`src/rtl/wake_pkg.sv`:
```
package wake_pkg;
    localparam int BUS_W = 32;

    typedef enum logic [1:0] {
        SEL_ENABLE   = 2'd0,
        SEL_POLARITY = 2'd1,
        SEL_PENDING  = 2'd2,
        SEL_LATCHED  = 2'd3
    } wake_sel_e;

    typedef struct packed {
        logic             wr;
        wake_sel_e        sel;
        logic [BUS_W-1:0] data;
    } wake_bus_t;

    // Per-bit selected transition: rising when pol=1, falling when pol=0.
    function automatic logic pick_edge(logic pol, logic now_v, logic old_v);
        return pol ? (now_v & ~old_v) : (~now_v & old_v);
    endfunction
endpackage

```
`src/rtl/wake_sync.sv`:
```
module wake_sync #(
    parameter int N      = 32,
    parameter int STAGES = 2
) (
    input  logic         clk,
    input  logic         rst,
    input  logic [N-1:0] async_in,
    output logic [N-1:0] sync_out
);
    logic [N-1:0] chain [STAGES];

    generate
        for (genvar s = 0; s < STAGES; s++) begin : g_stage
            if (s == 0) begin : g_first
                always_ff @(posedge clk) begin
                    if (rst) chain[s] <= '0;
                    else     chain[s] <= async_in;
                end
            end else begin : g_next
                always_ff @(posedge clk) begin
                    if (rst) chain[s] <= '0;
                    else     chain[s] <= chain[s-1];
                end
            end
        end
    endgenerate

    assign sync_out = chain[STAGES-1];
endmodule

```
`src/rtl/wake_edge.sv`:
```
module wake_edge #(
    parameter int N      = 32,
    parameter int STAGES = 2
) (
    input  logic         clk,
    input  logic         rst,
    input  logic [N-1:0] sync_in,
    input  logic [N-1:0] pol,
    output logic [N-1:0] edge_hit
);
    import wake_pkg::*;

    localparam int ARM_LAST = STAGES + 1;
    localparam int CNT_W    = $clog2(ARM_LAST + 1);

    logic [N-1:0]     prev_q;
    logic [CNT_W-1:0] arm_cnt;
    logic             armed;

    assign armed = (arm_cnt == CNT_W'(ARM_LAST));

    always_ff @(posedge clk) begin
        if (rst) begin
            prev_q  <= '0;
            arm_cnt <= '0;
        end else begin
            prev_q <= sync_in;
            if (!armed) arm_cnt <= arm_cnt + 1'b1;
        end
    end

    generate
        for (genvar i = 0; i < N; i++) begin : g_bit
            assign edge_hit[i] = armed & pick_edge(pol[i], sync_in[i], prev_q[i]);
        end
    endgenerate
endmodule

```
`src/rtl/wake_regs.sv`:
```
module wake_regs #(
    parameter int          N        = 32,
    parameter logic [31:0] POL_INIT = 32'h0
) (
    input  logic                       clk,
    input  logic                       rst,
    input  wake_pkg::wake_bus_t        bus,
    input  logic [N-1:0]               edge_hit,
    input  logic [N-1:0]               ack_clr,
    output logic [N-1:0]               en_q,
    output logic [N-1:0]               pol_q,
    output logic [N-1:0]               raw_q,
    output logic [wake_pkg::BUS_W-1:0] rdata
);
    import wake_pkg::*;

    logic [N-1:0] sw_clr;
    logic [N-1:0] raw_n;
    logic [N-1:0] pend;

    assign sw_clr = (bus.wr && bus.sel == SEL_LATCHED) ? bus.data[N-1:0] : '0;
    // A new edge wins over any clear in the same cycle.
    assign raw_n  = (raw_q & ~(sw_clr | ack_clr)) | edge_hit;
    assign pend   = raw_q & en_q;

    always_ff @(posedge clk) begin
        if (rst) begin
            en_q  <= '0;
            pol_q <= POL_INIT[N-1:0];
            raw_q <= '0;
        end else begin
            raw_q <= raw_n;
            if (bus.wr && bus.sel == SEL_ENABLE)   en_q  <= bus.data[N-1:0];
            if (bus.wr && bus.sel == SEL_POLARITY) pol_q <= bus.data[N-1:0];
        end
    end

    always_comb begin
        rdata = '0;
        unique case (bus.sel)
            SEL_ENABLE:   rdata[N-1:0] = en_q;
            SEL_POLARITY: rdata[N-1:0] = pol_q;
            SEL_PENDING:  rdata[N-1:0] = pend;
            SEL_LATCHED:  rdata[N-1:0] = raw_q;
            default:      rdata = '0;
        endcase
    end
endmodule

```
`src/rtl/wake_latch_unit.sv`:
```
module wake_latch_unit #(
    parameter int          NUM_SRC     = 32,
    parameter int          SYNC_STAGES = 2,
    parameter logic [31:0] POL_INIT    = 32'h0
) (
    input  logic               clk,
    input  logic               rst,
    input  logic               reg_wr,
    input  logic [1:0]         reg_addr,
    input  logic [31:0]        reg_wdata,
    output logic [31:0]        reg_rdata,
    input  logic [NUM_SRC-1:0] src_in,
    input  logic [NUM_SRC-1:0] ack_clr,
    output logic               wake_req
);
    import wake_pkg::*;

    wake_bus_t          bus;
    logic [NUM_SRC-1:0] sync_v;
    logic [NUM_SRC-1:0] edge_hit;
    logic [NUM_SRC-1:0] en_q;
    logic [NUM_SRC-1:0] pol_q;
    logic [NUM_SRC-1:0] raw_q;

    assign bus.wr   = reg_wr;
    assign bus.sel  = wake_sel_e'(reg_addr);
    assign bus.data = reg_wdata;

    wake_sync #(.N(NUM_SRC), .STAGES(SYNC_STAGES)) u_sync (
        .clk(clk), .rst(rst), .async_in(src_in), .sync_out(sync_v)
    );

    wake_edge #(.N(NUM_SRC), .STAGES(SYNC_STAGES)) u_edge (
        .clk(clk), .rst(rst), .sync_in(sync_v), .pol(pol_q), .edge_hit(edge_hit)
    );

    wake_regs #(.N(NUM_SRC), .POL_INIT(POL_INIT)) u_regs (
        .clk(clk), .rst(rst), .bus(bus), .edge_hit(edge_hit), .ack_clr(ack_clr),
        .en_q(en_q), .pol_q(pol_q), .raw_q(raw_q), .rdata(reg_rdata)
    );

    assign wake_req = |(raw_q & en_q);
endmodule

```
`config.mk`:
```
export PLATFORM = sky130hd
export DESIGN_NAME = wake_latch_unit
export DESIGN_NICKNAME = d
export VERILOG_FILES = /design/src/rtl/wake_pkg.sv /design/src/rtl/wake_sync.sv /design/src/rtl/wake_edge.sv /design/src/rtl/wake_regs.sv /design/src/rtl/wake_latch_unit.sv
export SDC_FILE = /design/constraint.sdc
export NUM_CORES = 1
export LEC_CHECK = 0
export BUFFER_PORTS_ARGS = -buffer_cell sky130_fd_sc_hd__buf_2
export CAP_MARGIN = 15
export CORE_AREA = 2 2 148 135
export CTS_BUF_LIST = sky130_fd_sc_hd__clkbuf_16
export DETAILED_ROUTE_END_ITERATION = 8
export DIE_AREA = 0 0 150 137
export HOLD_SLACK_MARGIN = 0.06
export PLACE_DENSITY = 0.64
export SLEW_MARGIN = 15
export SYNTH_ARGS = -nofsm -noshare
export SYNTH_HDL_FRONTEND = slang
export SYNTH_SLANG_ARGS = --single-unit
```
`constraint.sdc`:
```
create_clock -name clk -period 1.6 [get_ports clk]
set_input_delay 0.32 -clock clk [delete_from_list [all_inputs] [get_ports clk]]
set_output_delay 0.32 -clock clk [all_outputs]
set_load 0.05 [all_outputs]
```
==> results.sh, run 1 <==
export IMPL_setup_slack_ns=-0.606
export IMPL_die_area_um2=20600
export IMPL_synth_distinct_cells=26
export IMPL_place_inst=1268
export IMPL_r2r_slack_ns=0.37
export IMPL_critPathCaptureType="primary output"
export IMPL_start_util_pct=39.4
export IMPL_p_sw_w=0.00283
export IMPL_final_area_um2=10900
export IMPL_fmaxAchievable_mhz=453
export IMPL_wl_per_cell_um=16.6
export IMPL_finalClockSkew_ns=0.00702
export IMPL_r2r_start="u_edge.arm_cnt[0]"
export IMPL_internal_power_w=0.00778
export IMPL_rows=48
export IMPL_required_ns=1.28
export IMPL_pwr_share_clk_pct=38.4
export IMPL_synth_area_leaders="dfxtp_1 52%, nor2b_1 8.0%, a21oi_1 6.4%"
export IMPL_tightest_slew_ns=0.294
export IMPL_violations="setup timing"
export IMPL_grt_max_degree=47
export IMPL_slew_headroom_pct=80.2
export IMPL_cts_htree_levels=4
export IMPL_drive_gt1_share_pct=38.1
export IMPL_io_pins=134
export IMPL_nFillCells=1647
export IMPL_dp_hpwl_mm=14.6
export IMPL_gp_congestion=0.785
export IMPL_insertedDiodeCount=0
export IMPL_fin_cells=1311
export IMPL_synthCells=856
export IMPL_ir_drop_v=0.000705
export IMPL_synth_mux_area_fraction_pct=0.134
export IMPL_synth_xor_area_share_pct=0.117
export IMPL_avgViaCountPerCell=5.13
export IMPL_period_needed_ns=2.21
export IMPL_period_share_pct=138
export IMPL_power_frac_seq_pct=48.1
export IMPL_cts_sinks=194
export IMPL_setup_viol=1
export IMPL_timing_rr_end="u_regs.raw_q[9]"
export IMPL_clk_pin_slew_ns=0.07
export IMPL_yosys_area_share_simple_pct=25.9
export IMPL_avgSynthCellArea_um2=8.72
export IMPL_p_total_w=0.0106
export IMPL_synth_compound_area_share_pct=16.6
export IMPL_slew_violations=0
export IMPL_synth_area_um2=7470
export IMPL_multi_input_area_um2=3970
export IMPL_cts_buffers_inserted=17
export IMPL_ant_nets=0
export IMPL_min_from="src_in[20]"
export IMPL_status="finished, violations left"
export IMPL_holdPathEnd="u_sync.chain[0][20]"
export IMPL_sw_frac_of_total_pct=26.7
export IMPL_fin_util_pct=57.6
export IMPL_regArea_um2=3950
export IMPL_max_cap_violations=0
export IMPL_critPathKind="flop to primary output"
export IMPL_syn_nets=958
export IMPL_grt_use_total_pct=21.3
export IMPL_hold_violations=0
export IMPL_worstPathMaxFanout=3
export IMPL_synth_top_area_share_pct=52.0
export IMPL_antenna_found_initial=0
export IMPL_reg2reg_depth=4
export IMPL_yosysWarnings=0
export IMPL_num_vias=6730
export IMPL_cp_start_kind="flop"
export IMPL_grt_overflow=0
export IMPL_ys_ff_latch=194
export IMPL_drt_initial_drc_count=374
export IMPL_fp_coreArea_um2=19000
export IMPL_dieHeight_um=137
export IMPL_worstPathArrival_ns=1.89
export IMPL_grt_first_pass_wirelength_mm=33.4
export IMPL_yosys_area_share_adder_pct=0.168
export IMPL_rsz0062_at_grt="true"
export IMPL_p_leak_nw=4.24
export IMPL_min_delay_path_depth=2
export IMPL_die_w_um=150
export IMPL_final_nets=1150
export IMPL_synth_top_family_by_area="simple AND/OR/NAND/NOR gates"
export IMPL_p_per_area_nw_per_um2=971
export IMPL_cts_root_buf="clkbuf_16"
export IMPL_cts_tree="yes"
export IMPL_p_comb_share_pct=13.5
export IMPL_dr_pass1_iters=6
export IMPL_clock_path_buffers=2
export IMPL_wirelength_mm=21.8
export IMPL_grt_pass1_vias=6315
export IMPL_io_buffers=133
export IMPL_drc_errors=0
export IMPL_hp_class="primary input to flop"
export IMPL_yosys_area_top_type="dfxtp_1"
export IMPL_area_delta_synth_final_pct=46.3
export IMPL_clkLatencyLatePin_ns=0.43
export IMPL_yosysSeqAreaShare_pct=52.0
export IMPL_place_area_um2=9230
==> worst max-delay path by stage <==
stage | start | to
global placement | u_regs.en_q[9] | wake_req
detailed placement | u_regs.raw_q[25] | wake_req
CTS | u_regs.raw_q[4] | wake_req
floorplan | reg_addr[0] | reg_rdata[0]
finish | u_regs.raw_q[5] | wake_req
global route | u_regs.raw_q[5] | wake_req
==> power groups by stage <==
stage / sequential (W) / combinational (W) / clock, W
finish: 0.00510 / 0.00143 / 0.00408
global route: 0.00511 / 0.00153 / 0.00437
CTS: 0.00509 / 0.00137 / 0.00415
detailed placement: 0.00519 / 0.00116 / 0
global placement: 0.00519 / 0.00115 / 0
floorplan: 0.00517 / 0.000680 / 0
==> cell usage in the layout, fill, tap and decap left out, types with 2 or more instances in the layout <==
master      count
clkinv_1        2
and3b_1        33
a211o_1        32
clkbuf_16      17
buf_2          98
a21oi_1        96
buf_12         16
dfxtp_2        51
nor2_4         31
nand4_1         4
nor3b_1        32
a22oi_2         8
o22ai_4        30
nor2_2         21
buf_4          40
nor2b_1        96
buf_8          20
inv_6           3
nand2_1       128
o21ai_0        32
a22oi_1         8
o22ai_2         2
dfxtp_1       142
clkinvlp_4      6
buf_6          50
nor2_1         14
inv_1          32
==> Yosys cell counts, drive strengths merged <==
master	instances
a211o	32
a21oi	96
a22oi	16
and3	1
and3b	33
buf	17
clkbuf	36
dfxtp	194
ha	1
inv	33
mux2i	1
nand2	128
nand2b	1
nand3b	1
nand4	4
nor2	66
nor2b	96
nor3b	33
o21ai	32
o22ai	32
or3b	1
or4	1
xor2	1
==> cells by family after synthesis <==
kind of cell               after synthesis
and+or+nand+nor                        365
AOI/OAI and AO/OA                      208
DFF                                    194
buffers and inverters                   86
xor gates and xnor gates                 1
muxes                                    1
adders and majority gates                1
==> final cells by class <==
| cell class | instances | share of cell area [%] |
|---|---|---|
| sequential | 194 | 36.2 |
| clock inverter | 15 | 1.22 |
| clock buffer | 17 | 3.89 |
| tap | 250 | 2.86 |
| inverter | 33 | 1.13 |
| timing repair buffer | 226 | 18.4 |
| multi-input combinational | 576 | 36.3 |
==> flip-flops by register name (all words and copies together) (netlist names) <==
register,cells
u_edge.arm_cnt,2
u_edge.prev_q,32
u_regs.en_q,32
u_regs.pol_q,32
u_regs.raw_q,32
u_sync.chain,64
==> metrics by stage <==
stage / TNS, ns / hold slack (ns) / setup slack [ns]
final: -0.606 / 0.0909 / -0.606
after global routing: -1.12 / 0.0790 / -0.643
after CTS: -0.844 / 0.0784 / -0.595
after detailed placement: -1.65 / 0.422 / -0.215
after global placement: -1.55 / 0.417 / -0.226
after floorplan: 0 / 0.414 / 0.0132
==> routing by layer <==
| metal | track usage, % | wire (µm) | vias up |
|---|---|---|---|
| li1 | - | - | 3286 |
| met1 | 28.1 | 9620 | 3216 |
| met2 | 35.2 | 10600 | 208 |
| met3 | 4.50 | 1320 | 20 |
| met4 | 5.92 | 193 | 0 |
| met5 | 0 | 0 | - |
==> critical path, cell delays in order, from the launching register on <==
cell,delay [ns]
dfxtp_1,0.35
a22oi_1,0.23
nand4_1,0.12
or4_4,0.57
buf_6,0.17
==> timing repair <==
action / in CTS / in global routing
hold buffers: 0 / 0
pin swaps: 44 / 37
gates resized for setup: 169 / 102
endpoints found under the setup margin: 33 / 33
buffers inserted: 6 / 5
gates cloned: 1 / 0
Power figures use the tool's default switching activity.
==> inputs of run 2 (changes only) <==
ABC_CLOCK_PERIOD_IN_PS = 1600   (was default)
CORE_AREA = 2 2 150 137   (was 2 2 148 135)
DIE_AREA = 0 0 152 139   (was 0 0 150 137)
PLACE_DENSITY = 0.7   (was 0.64)
SYNTH_HIERARCHICAL = 1   (was default)
==> run 2 against run 1 <==
  * The run still ends with setup timing left
  * Critical endpoint unchanged
  * Routed wire length is 5.4% higher
  * Sequential share of layout area is 4.0 points lower
  * Largest power group unchanged
  * Synthesized cell count is 3.7% lower
  * Clock skew is 0.00058 ns higher
  * Clock-buffer cell count stayed put
  * Via count is 1.1% higher
  * Sequential power hardly changed
==> results.sh, run 2 <==
export IMPL_synth_area_leaders="dfxtp_1 44%, nand2b_1 10%, mux2i_1 7.4%"
export IMPL_synth_top_cells_by_count="194 x dfxtp_1, 141 x nand2b_1, 68 x nor2b_1, 65 x mux2i_1, 60 x nor2b_2"
export IMPL_hp_class="primary input to flop"
export IMPL_cts_hold_buffers=0
export IMPL_num_vias=6806
export IMPL_ir_drop_v=0.000733
export IMPL_ys_ff_latch=194
export IMPL_status="finished, violations left"
export IMPL_synth_most_common_cell="dfxtp_1"
export IMPL_io_pins=134
export IMPL_p_leak_nw=5.03
export IMPL_rows=49
export IMPL_tightest_slew_ns=0.542
export IMPL_grt_max_degree=45
export IMPL_final_common_cell="dfxtp_1"
export IMPL_clock_path_buffers=2
export IMPL_critPathCaptureType="primary output"
export IMPL_start_util_pct=44.9
export IMPL_ant_nets=0
export IMPL_p_total_w=0.0109
export IMPL_cts_buffers_inserted=17
export IMPL_met2_length_mm=11.3
export IMPL_cp_start_kind="flop"
export IMPL_largest_register_ffs=64
export IMPL_setup_slack_ns=-0.578
export IMPL_top_layer="met5"
export IMPL_yosysSeqAreaShare_pct=43.9
export IMPL_dr_pass1_iters=4
export IMPL_synth_distinct_cells=33
export IMPL_period_share_pct=136
export IMPL_avgSynthCellArea_um2=10.7
export IMPL_worstPathMaxFanout=2
export IMPL_synthCells=824
export IMPL_final_nets=1144
export IMPL_clk_pin_slew_ns=0.07
export IMPL_violations="setup timing"
export IMPL_syn_nets=926
export IMPL_met3_length_mm=1.07
export IMPL_slew_headroom_pct=63.9
export IMPL_hold_violations=0
export IMPL_period_needed_ns=2.18
export IMPL_grt_pass1_vias=6822
export IMPL_antenna_found_initial=3
export IMPL_finalSetupTns_ns=-1.36
export IMPL_area_delta_synth_final_pct=39.5
export IMPL_gp_congestion=0.817
export IMPL_rsz0062_at_grt="true"
export IMPL_clkLatencyLatePin_ns=0.43
export IMPL_wirelength_mm=22.9
export IMPL_max_cap_violations=0
export IMPL_required_ns=1.28
export IMPL_drc_errors=0
export IMPL_setup_viol=32
export IMPL_dieHeight_um=139
export IMPL_grt_first_pass_wirelength_mm=35.8
export IMPL_grt_use_total_pct=21.4
export IMPL_slew_violations=0
export IMPL_fmaxAchievable_mhz=459
export IMPL_wl_met1_mm=10.3
export IMPL_critPathKind="flop to primary output"
export IMPL_die_w_um=152
export IMPL_finalClockSkew_ns=0.00760
export IMPL_cts_tree="yes"
export IMPL_avgViaCountPerCell=5.20
export IMPL_worstPathArrival_ns=1.86
export IMPL_synthArstFlopShare_pct=0
export IMPL_ys_flop_type="dfxtp_1"
export IMPL_grt_overflow=0
export IMPL_wl_per_cell_um=17.5
export IMPL_regMostFlops="u_sync/chain"
export IMPL_cts_root_buf="clkbuf_16"
export IMPL_yosys_area_top_type="dfxtp_1"
export IMPL_p_per_area_nw_per_um2=880
export IMPL_drt_initial_drc_count=298
export IMPL_yosysWarnings=6
export IMPL_synth_area_um2=8840
export IMPL_synth_edf_count=0
export IMPL_dp_hpwl_mm=15.5
export IMPL_cts_htree_levels=4
export IMPL_place_ws_ns=-0.210
export IMPL_drive_gt1_share_pct=48.7
export IMPL_final_cell_mix="131 x dfxtp_1, 108 x nand2b_1, 99 x buf_2, 68 x nor2b_1, 65 x mux2i_1"
export IMPL_fin_cells=1310
export IMPL_synth_top_area_share_pct=43.9
export IMPL_die_area_um2=21100
export IMPL_place_inst=1259
export IMPL_cts_sinks=194
export IMPL_io_buffers=133
export IMPL_fp_coreArea_um2=19700
## run 2: kinds of logic (layout without fill, tap and decap cells)
group	count (synthesis)	in the layout	synth area share, %
mux	65	65	7.36
compound gates	80	80	10.8
xor+xnor	1	1	0.0990
buf+inv	86	316	5.73
simple gates	397	397	32.0
fa+ha+maj	1	1	0.141
other cells	0	1	0
flops	194	194	43.9
## run 2: final timing paths
kind              cells past startpoint  slack (ns)               start                  end
hold reg to reg                       1        0.44  u_sync/chain[0][0]   u_sync/chain[1][0]
setup reg to reg                      6        0.11   u_edge/arm_cnt[1]      u_regs/raw_q[3]
hold / removal                        2        0.09          src_in[31]  u_sync/chain[0][31]
setup / recovery                      4       -0.58    u_regs/raw_q[11]             wake_req
## run 2: per-layer routing
layer,track usage (%),up-vias
li1,-,3312
met1,27.3,3305
met2,35.9,158
met3,5.44,29
met4,6.10,2
met5,0,-
## run 2: area by class of cell
type	instances	area, µm²
flip-flops and latches	194	3970
clock inverters	14	143
fillers	1511	7340
repair buffers	253	2310
multi-input cells	544	5050
clock buffers	17	425
well taps	255	319
diodes	1	2.50
inverters	32	120
## run 2: timing repair
| item | in CTS | in global routing |
|---|---|---|
| resized for setup | 291 | 10 |
| gates cloned | 1 | 0 |
| buffers inserted | 9 | 20 |
| endpoints found under the setup margin | 33 | 38 |
| pin swaps | 37 | 0 |
## run 2: report_power, final
part	leakage [nW]	internal (W)	switching (W)
sequential	1.62	0.00500	0.000112
combinational	3.15	0.000803	0.000811
clock	0.264	0.00228	0.00185
## run 2: worst max-delay path, cell delays in order, from the launching register on
cell,delay [ns]
dfxtp_2,0.33
a22oi_2,0.21
nand4_1,0.22
or4_4,0.50
buf_8,0.17
## run 2: metrics by stage
stage          area [µm²]  util, %  hold slack [ns]
2_1_floorplan        8850        -            0.392
3_3_place_gp        10400     52.9            0.416
3_5_place_dp        10400     52.9            0.424
4_1_cts             12200     62.1           0.0817
5_1_grt             12300     62.7           0.0740
6_report            12300     62.7           0.0925
==> inputs of run 3 (changes only) <==
BUFFER_PORTS_ARGS = default   (was -buffer_cell sky130_fd_sc_hd__buf_2)
CORE_AREA = 2 2 151 139   (was 2 2 150 137)
DIE_AREA = 0 0 153 141   (was 0 0 152 139)
DONT_BUFFER_PORTS = 1   (was default)
PLACE_DENSITY = 0.63   (was 0.7)
==> run 3 against run 2 <==
  * The run still ends with setup timing left
  * Global-route usage increased by 0.38 points
  * Clock power increased by 1%
  * Critical path depth decreased by 1
  * Worst setup slack improved by 0.084 ns
  * Maximum frequency increased by 4.0%
  * Power decreased by 0.88%
  * Critical path type unchanged
  * Highest routed layer unchanged
==> results.sh, run 3 (synthesized netlist as in run 2, its figures left out) <==
export IMPL_hp_class="primary input to flop"
export IMPL_regMostFlops="u_sync/chain"
export IMPL_area_delta_synth_final_pct=42.3
export IMPL_die_area_um2=21600
export IMPL_tightest_slew_ns=0.440
export IMPL_slowest_delay_ns=0.58
export IMPL_start_util_pct=43.8
export IMPL_final_area_um2=12600
export IMPL_io_pins=134
export IMPL_place_area_um2=10000
export IMPL_avgViaCountPerCell=5.24
export IMPL_cts_tree="yes"
export IMPL_setup_viol=25
export IMPL_cts_root_buf="clkbuf_16"
export IMPL_final_cell_mix="135 x dfxtp_1, 110 x nand2b_1, 101 x dlygate4sd3_1, 68 x nor2b_1, 65 x mux2i_1"
export IMPL_max_cap_violations=0
export IMPL_p_leak_nw=5.07
export IMPL_io_buffers=0
export IMPL_period_share_pct=131
export IMPL_drc_errors=0
export IMPL_antenna_found_initial=5
export IMPL_grt_pass1_vias=6900
export IMPL_cp_cell_sequence="a22oi_1, nand4_1, or4_4"
export IMPL_dr_pass1_iters=4
export IMPL_gr_usage_met1_pct=26.9
export IMPL_grt_overflow=0
export IMPL_fin_util_pct=62.3
export IMPL_drt_initial_drc_count=278
export IMPL_wirelength_mm=23.7
export IMPL_setup_slack_ns=-0.494
export IMPL_dieHeight_um=141
export IMPL_clkLatencyLatePin_ns=0.43
export IMPL_largest_register_ffs=64
export IMPL_critPathCaptureType="primary output"
export IMPL_ant_nets=0
export IMPL_cts_sinks=194
export IMPL_cp_slowest_cell="or4_4"
export IMPL_p_per_area_nw_per_um2=855
export IMPL_required_ns=1.28
export IMPL_worstPathArrival_ns=1.77
export IMPL_top_usage_layer="met2"
export IMPL_slew_headroom_pct=70.7
export IMPL_rsz0062_at_grt="true"
export IMPL_wl_per_cell_um=18.5
export IMPL_status="finished, violations left"
export IMPL_drive_gt1_share_pct=36.3
export IMPL_grt_max_degree=193
export IMPL_dp_hpwl_mm=14.3
export IMPL_critPathKind="flop to primary output"
export IMPL_grt_first_pass_wirelength_mm=36.8
export IMPL_fmaxAchievable_mhz=478
export IMPL_finalClockSkew_ns=0.00845
export IMPL_hold_violations=0
export IMPL_num_vias=6703
export IMPL_fp_coreArea_um2=20200
export IMPL_cp_start_kind="flop"
export IMPL_clock_path_buffers=2
export IMPL_met2_usage_pct=37.5
export IMPL_met3_usage_pct=6.55
export IMPL_final_common_cell="dfxtp_1"
export IMPL_worstPathMaxFanout=2
export IMPL_ir_drop_v=0.000759
export IMPL_violations="setup timing"
export IMPL_cts_buffers_inserted=17
export IMPL_rows=50
export IMPL_cts_htree_levels=4
export IMPL_clk_pin_slew_ns=0.07
export IMPL_slew_violations=0
export IMPL_grt_use_total_pct=21.8
export IMPL_gp_congestion=0.778
export IMPL_die_w_um=153
export IMPL_final_nets=1106
export IMPL_period_needed_ns=2.09
run 3: critical path: cells and delay by family, from the launching register on:
family,cells,cell delay [ns]
simple gates,2,0.77
flops,1,0.33
compound gates,1,0.25
run 3: report_power, final:
part	total, W	internal (W)	switching, W
sequential	0.00512	0.00500	0.000117
clock	0.00418	0.00219	0.00199
combinational	0.00146	0.000832	0.000628
run 3: final cells by class:
class                      instances  area (µm²)
fill                            1627        7620
sequential                       194        3960
timing repair buffer             215        2590
inverter                          32         120
tap                              260         325
multi-input combinational        544        5020
antenna                            3        7.51
clock inverter                    15         145
clock buffer                      17         425
run 3: metal layers:
layer	vias to the layer above	share of wire (%)
met3	20	5.4
li1	3242	-
met2	131	49
met4	2	0.97
met1	3308	44
met5	-	0.055
run 3: timing repair:
action	CTS	global route
setup endpoints to repair	32	36
setup buffers	14	16
hold endpoints to repair	136	0
gates resized for setup	162	25
hold buffers	102	0
pin swaps	29	1
cloned	0	1
run 3: per-stage QoR:
stage | power [W] | setup TNS (ns) | instances | hold slack (ns) | setup WS [ns]
global route | 0.0111 | -2.19 | 1278 | 0.0604 | -0.536
finish | 0.0108 | -0.874 | 1280 | 0.0805 | -0.494
detailed placement | 0.00633 | -0.0634 | 1128 | 0.402 | -0.0634
global placement | 0.00632 | -0.0308 | 1128 | 0.401 | -0.0308
CTS | 0.0108 | -1.20 | 1266 | 0.0600 | -0.499
floorplan | 0.00604 | 0 | 824 | 0.392 | 0.0717
run 3: worst paths after layout:
kind	depth (start not counted)	to	slack, ns	startpoint
min	2	u_regs/pol_q[10]	0.08	reg_wdata[10]
min reg2reg	1	u_sync/chain[1][31]	0.49	u_sync/chain[0][31]
max	3	wake_req	-0.49	u_regs/raw_q[11]
max reg2reg	6	u_regs/raw_q[21]	0.06	u_edge/arm_cnt[0]
